--- src/rtl/dual_interval_timer.sv ---
module dual_interval_timer #(
  parameter int W = 32
) (
  input  logic         clk,
  input  logic         rst_n,
  input  logic         halt_i,
  input  logic         wr_en,
  input  logic [2:0]   addr,
  input  logic [W-1:0] wr_data,
  output logic [W-1:0] rd_data,
  output logic [1:0]   irq
);
  localparam int NCH = 2;
  localparam logic [1:0] OFS_CNT = 2'd0;
  localparam logic [1:0] OFS_CTL = 2'd1;
  localparam logic [1:0] OFS_LIM = 2'd2;

  logic [W-1:0] rd_ch [NCH];

  for (genvar g = 0; g < NCH; g++) begin : g_ch
    logic [W-1:0] cnt, lim;
    logic         ie, run_en, pend;
    logic         sel, run, hit;

    assign sel = wr_en && (addr[2] == 1'(g));
    assign run = run_en && !halt_i;
    assign hit = run && (cnt == lim);

    always_ff @(posedge clk or negedge rst_n) begin
      if (!rst_n) begin
        cnt    <= '0;
        lim    <= '0;
        ie     <= 1'b0;
        run_en <= 1'b0;
        pend   <= 1'b0;
      end else begin
        if (sel && addr[1:0] == OFS_CNT) cnt <= wr_data;
        else if (hit)                    cnt <= '0;
        else if (run)                    cnt <= cnt + 1'b1;

        if (sel && addr[1:0] == OFS_LIM) lim <= wr_data;

        if (sel && addr[1:0] == OFS_CTL) begin
          ie     <= wr_data[0];
          run_en <= wr_data[1];
          pend   <= 1'b0;
        end else if (hit && ie) begin
          pend   <= 1'b1;
        end
      end
    end

    always_comb begin
      case (addr[1:0])
        OFS_CNT: rd_ch[g] = cnt;
        OFS_CTL: rd_ch[g] = {{(W-4){1'b0}}, pend, 1'b0, run_en, ie};
        OFS_LIM: rd_ch[g] = lim;
        default: rd_ch[g] = '0;
      endcase
    end

    assign irq[g] = pend;
  end

  assign rd_data = rd_ch[addr[2]];
endmodule

--- config.mk ---
export PLATFORM = sky130hd
export DESIGN_NAME = dual_interval_timer
export DESIGN_NICKNAME = d
export VERILOG_FILES = /design/src/rtl/dual_interval_timer.sv
export SDC_FILE = /design/constraint.sdc
export NUM_CORES = 1
export LEC_CHECK = 0
export ABC_AREA = 1
export BUFFER_PORTS_ARGS = -buffer_cell sky130_fd_sc_hd__buf_4
export CAP_MARGIN = 20
export CORE_MARGIN = 5
export CORE_UTILIZATION = 55
export DETAILED_ROUTE_END_ITERATION = 10
export HOLD_SLACK_MARGIN = 0.12
export PLACE_DENSITY_LB_ADDON = 0.12
export SLEW_MARGIN = 20
export SYNTH_ARGS = -nofsm -noshare
export SYNTH_HDL_FRONTEND = slang
export SYNTH_SLANG_ARGS = --single-unit
--- constraint.sdc ---
create_clock -name clk -period 1.47 [get_ports clk]
set_input_delay 0.2205 -clock clk [delete_from_list [all_inputs] [get_ports clk]]
set_output_delay 0.2205 -clock clk [all_outputs]
set_load 0.01 [all_outputs]
==> results of run 1 <==
## Yosys cell counts
| master | instances | area share, % |
|---|---|---|
| nand2_1 | 536 | 20 |
| inv_1 | 219 | 8.0 |
| nor2_1 | 171 | 6.3 |
| dfrtp_1 | 134 | 33 |
| nand3_1 | 96 | 4.7 |
| o21ai_1 | 70 | 3.4 |
| a21oi_1 | 65 | 3.2 |
| o22ai_1 | 59 | 3.6 |
| nand4_1 | 50 | 3.1 |
| inv_2 | 39 | 1.4 |
| buf_2 | 32 | 1.6 |
| xor2_1 | 32 | 2.7 |
| a221oi_1 | 26 | 2.2 |
| clkbuf_1 | 21 | 0.77 |
| and2_1 | 16 | 0.98 |
| o21ai_0 | 16 | 0.78 |
| xnor2_1 | 12 | 1.0 |
| clkinv_1 | 8 | 0.29 |
| nor2_2 | 7 | 0.43 |
| nor3_1 | 6 | 0.29 |
| buf_1 | 5 | 0.18 |
| nand2_2 | 4 | 0.24 |
| a31oi_1 | 3 | 0.18 |
| a32oi_1 | 3 | 0.26 |
| nand3b_1 | 3 | 0.22 |
| o221ai_1 | 3 | 0.26 |
| buf_4 | 2 | 0.15 |
| buf_6 | 2 | 0.22 |
| ha_1 | 2 | 0.24 |
| nor2_4 | 2 | 0.22 |
| a22oi_1 | 1 | 0.073 |
| a2bb2oi_1 | 1 | 0.086 |
| clkbuf_2 | 1 | 0.049 |
| nand3_2 | 1 | 0.098 |
| nor3_2 | 1 | 0.098 |
| nor3b_1 | 1 | 0.073 |
| nor4_1 | 1 | 0.061 |
| xnor2_2 | 1 | 0.16 |
## metal layers
metal  global-route usage [%]  GRT overflow
met5                     41.8             0
met4                      109           369
met3                     76.4            12
met2                      122          1115
met1                     87.1            18
## kinds of logic after synthesis
family,count (synthesis)
flops,134
compound gates,247
buf+inv,329
simple gates,895
xor+xnor,45
fa+ha+maj,2
## through the flow
stage	area [um^2]	std cells	hold WS, ns	worst slack [ns]
after floorplan	10200	1652	-0.0751	-0.00935
after detailed placement	13800	2254	0.129	-0.297
after global placement	13800	2254	0.125	-0.264
after CTS	16500	2362	0.134	-0.311
## what timing repair did
action / in CTS
pin swaps: 118
endpoints found under the setup margin: 98
hold buffers: 2
buffers inserted: 73
gates resized for setup: 360
gates cloned: 4
endpoints found under the hold margin: 135
==> out/qor.csv, run 1 <==
metric;value;unit
die_h;146;um
yosysSeqAreaShare;32.7;%
cts_buffer_depth;2;
cts_buffers;17;
stop_stage;global routing;
place_congestion;1.05;
status;did not finish;
tool.error;[ERROR GRT-0232] Routing congestion too high. Check the congestion heatmap in the GUI.;
netlist_instances;1652;
grt_overflow;1514;
synth_cell_type_count;38;
yosysWarnings;0;
synthMuxAreaShare;0;%
clock-root-buffer;clkbuf_16;
fp-row-count;50;
synthXorXnorAreaFrac;3.92;%
worstEpCategory;sequential cell input;
grt_max_degree;45;
avgSynthCellArea;6.20;um^2
die_x;146;um
initial_core_util;55.3;%
synth_fa_ha_area_share;0.244;%
gr-usage-all-layers;96.6;%
io_buffers;72;
synth-seq-cells;134;
synth_top_family_by_area;simple AND/OR/NAND/NOR gates;
synthesis.nets;1693;
h-tree-depth;4;
place_hpwl;33.3;mm
io_pins;73;
synth_simple_gate_area_share;36.4;%
crit_endpoint;g_ch[0].cnt[27]$_DFFE_PN0P_/D;
syn-cell-area;10200;um^2
clock_sinks;134;
synth-compound-area-share;14.1;%
==> run 2, diff against run 1 <==
--- a/config.mk
+++ b/config.mk
@@ -9,10 +9,9 @@
 export BUFFER_PORTS_ARGS = -buffer_cell sky130_fd_sc_hd__buf_4
 export CAP_MARGIN = 20
 export CORE_MARGIN = 5
-export CORE_UTILIZATION = 55
+export CORE_UTILIZATION = 40
 export DETAILED_ROUTE_END_ITERATION = 10
-export HOLD_SLACK_MARGIN = 0.12
-export PLACE_DENSITY_LB_ADDON = 0.12
+export PLACE_DENSITY_LB_ADDON = 0.15
 export SLEW_MARGIN = 20
 export SYNTH_ARGS = -nofsm -noshare
 export SYNTH_HDL_FRONTEND = slang
==> constraint.sdc (replaced) <==
create_clock -name clk -period 1.91 [get_ports clk]
set_input_delay 0.2865 -clock clk [delete_from_list [all_inputs] [get_ports clk]]
set_output_delay 0.2865 -clock clk [all_outputs]
set_load 0.01 [all_outputs]
==> run 2 against run 1 <==
  * The flow now finishes without violations
  * Area after synthesis did not move
  * Synthesized cell count unchanged
==> out/qor.csv, run 2 <==
metric;value;unit
pwr-share-comb;42.8;%
cts_buffers;17;
h-tree-depth;4;
synth-main-ff-cell;dfrtp_1;
via_count;11406;
place_ws;0.0420;ns
slew_headroom;64.7;%
period_minus_slack;1.90;ns
viasPerCell;5.42;
critPathRequiredTime;1.62;ns
drive_gt1_share;16.0;%
grt_overflow;0;
wl_per_cell;20.0;um
synthArstFlopShare;100;%
die_h;170;um
path_max_fanout;4;
hold_violations;0;
antenna_found_initial;0;
clkTransAtPathRegs;0.06;ns
max-vdd-ir-drop;0.000660;V
fin_crit_sh;99.3;%
clock-root-buffer;clkbuf_16;
cts_tree;done;
timing.rr.start;g_ch[1].cnt[0];
syn-cell-area;10200;um^2
min_delay_path_depth;3;
fp-row-count;58;
grt_pass1_wl;64.6;mm
final.setup.worst_slack;0.0135;ns
synth.top_cell.area_share;32.7;%
areaGrowthSynthToFinish;23.7;%
finalSetupTns;0;ns
grt_pass1_vias;10846;
final_cell_mix;nand2_1, inv_1, nor2_1, buf_4, dfrtp_1;
whs;0.0983;ns
fmax;527;MHz
drcViolationCount;0;
synthTopCellsByArea;dfrtp_1, nand2_1, inv_1;
io_buffers;72;
synth_cell_type_count;38;
insertion_delay;0.42;ns
startpoint;g_ch[0].cnt[23];
clock_sinks;134;
core;25200;um^2
netlist_instances;1652;
status;finished, final reports clean;
clkPwrFrac;25.0;%
rr_worst_depth;11;
yosysSeqAreaShare;32.7;%
io_pins;73;
grt_max_degree;65;
end_kind;output port;
total_leakage_power;6.25;nW
clock_skew;0.0130;ns
fin_util;50.3;%
synth-seq-cells;134;
yosysWarnings;0;
maxCapViolCount;0;
multi_input_comb_area;5870;um^2
setup_viol;0;
wl;42.2;mm
ff2ff_setup_slack;0.10;ns
drtPass1Iterations;5;
startpoint_type;flop;
intPower;8.74;mW
layout_commonest_cell;nand2_1;
ant_nets;0;
power_per_cell_area;1220;nW/um^2
total_power;15.5;mW
place_hpwl;32.3;mm
initial_core_util;40.7;%
min-delay-start;wr_data[1];
die_x;170;um
area.sequential;3370;um^2
num_antenna_cells;0;
worstReg2RegEnd;g_ch[1].cnt[30];
hold_class;in2reg;
cp.arrival;1.61;ns
synthMostInstantiatedCell;nand2_1;
swShare;43.5;%
synthesis.nets;1693;
worstSetupPathType;reg2out;
min_delay_worst_endpoint;g_ch[0].run_en;
reg_top3;g_ch.cnt: 64 flops, g_ch.lim: 64 flops;
avgSynthCellArea;6.20;um^2
place_congestion;0.998;
cts_buffer_depth;2;
die_area;28900;um^2
synth_common_cells;nand2_1, inv_1, nor2_1, dfrtp_1, nand3_1;
p_seq_share;32.2;%
gr-usage-all-layers;29.0;%
synth_edf_count;0;
tightest_slew;0.529;ns
p_switching;6.73;mW
slew_violations;0;
drtIter0Drc;1275;
synth_area_leader_cell;dfrtp_1;
layout.nets;1801;
fill_cells;2578;
[run 2: cell families (layout without fill, tap and decap cells)]
kind of cell	count (synthesis)	count (layout)	share of synthesized area (%)
XOR/XNOR	45	45	3.92
adder cells (fa/ha/maj)	2	2	0.244
AO/OA/AOI/OAI	247	247	14.1
buffers and inverters	329	450	12.7
AND/OR/NAND/NOR	895	895	36.4
flip-flops	134	134	32.7
[run 2: how the worst max path moves through the flow]
| stage | to | slack, ns | cells past startpoint |
|---|---|---|---|
| finish | rd_data[23] | 0.01 | 4 |
| detailed placement | rd_data[14] | 0.04 | 6 |
| CTS | rd_data[11] | 0.003 | 3 |
| global placement | rd_data[15] | 0.03 | 8 |
| global route | rd_data[23] | -0.02 | 4 |
| floorplan | rd_data[14] | 0.35 | 5 |
[run 2: final cells by class]
type                    count  share of cell area (%)
flip-flops and latches    134                    26.6
well taps                 330                    3.26
clock buffers              20                    3.61
inverters                 266                    7.88
multi-input cells        1189                    46.3
clock inverters            12                    1.77
repair buffers            152                    10.6
[run 2: per-stage QoR]
stage,cell area [um^2],std cells
global route,12700,2103
CTS,12400,2098
finish,12700,2103
floorplan,10200,1652
detailed placement,11600,2065
global placement,11600,2065
[run 2: power groups by stage]
stage	sequential, mW	combinational [mW]	clock, mW
after floorplan	4.46	4.24	0
after global placement	4.89	6.29	0
after detailed placement	4.88	6.30	0
after CTS	4.87	6.37	3.91
after global routing	5.08	7.39	4.03
final	4.98	6.62	3.87
[run 2: what timing repair did]
item | CTS | global route
setup endpoints to repair | 12 | 40
setup buffers | 0 | 4
gates resized for setup | 15 | 37
hold endpoints to repair | 32 | 0
gates cloned | 0 | 1
pin swaps | 0 | 6
hold buffers | 1 | 0
[run 2: metal layers]
metal	global-route usage (%)	up-vias	wire length (um)
met4	8.09	0	1230
met2	46.9	453	19700
met5	0	-	0
met1	40.9	5398	18400
li1	-	5491	-
met3	3.86	64	2760
[run 2: worst max-delay path, stage by stage (launching register included)]
cell and delay (ns):
dfrtp_1 0.41, buf_4 0.18, a221oi_4 0.35, a21oi_1 0.09, buf_4 0.16
Power figures use the tool's default switching activity.
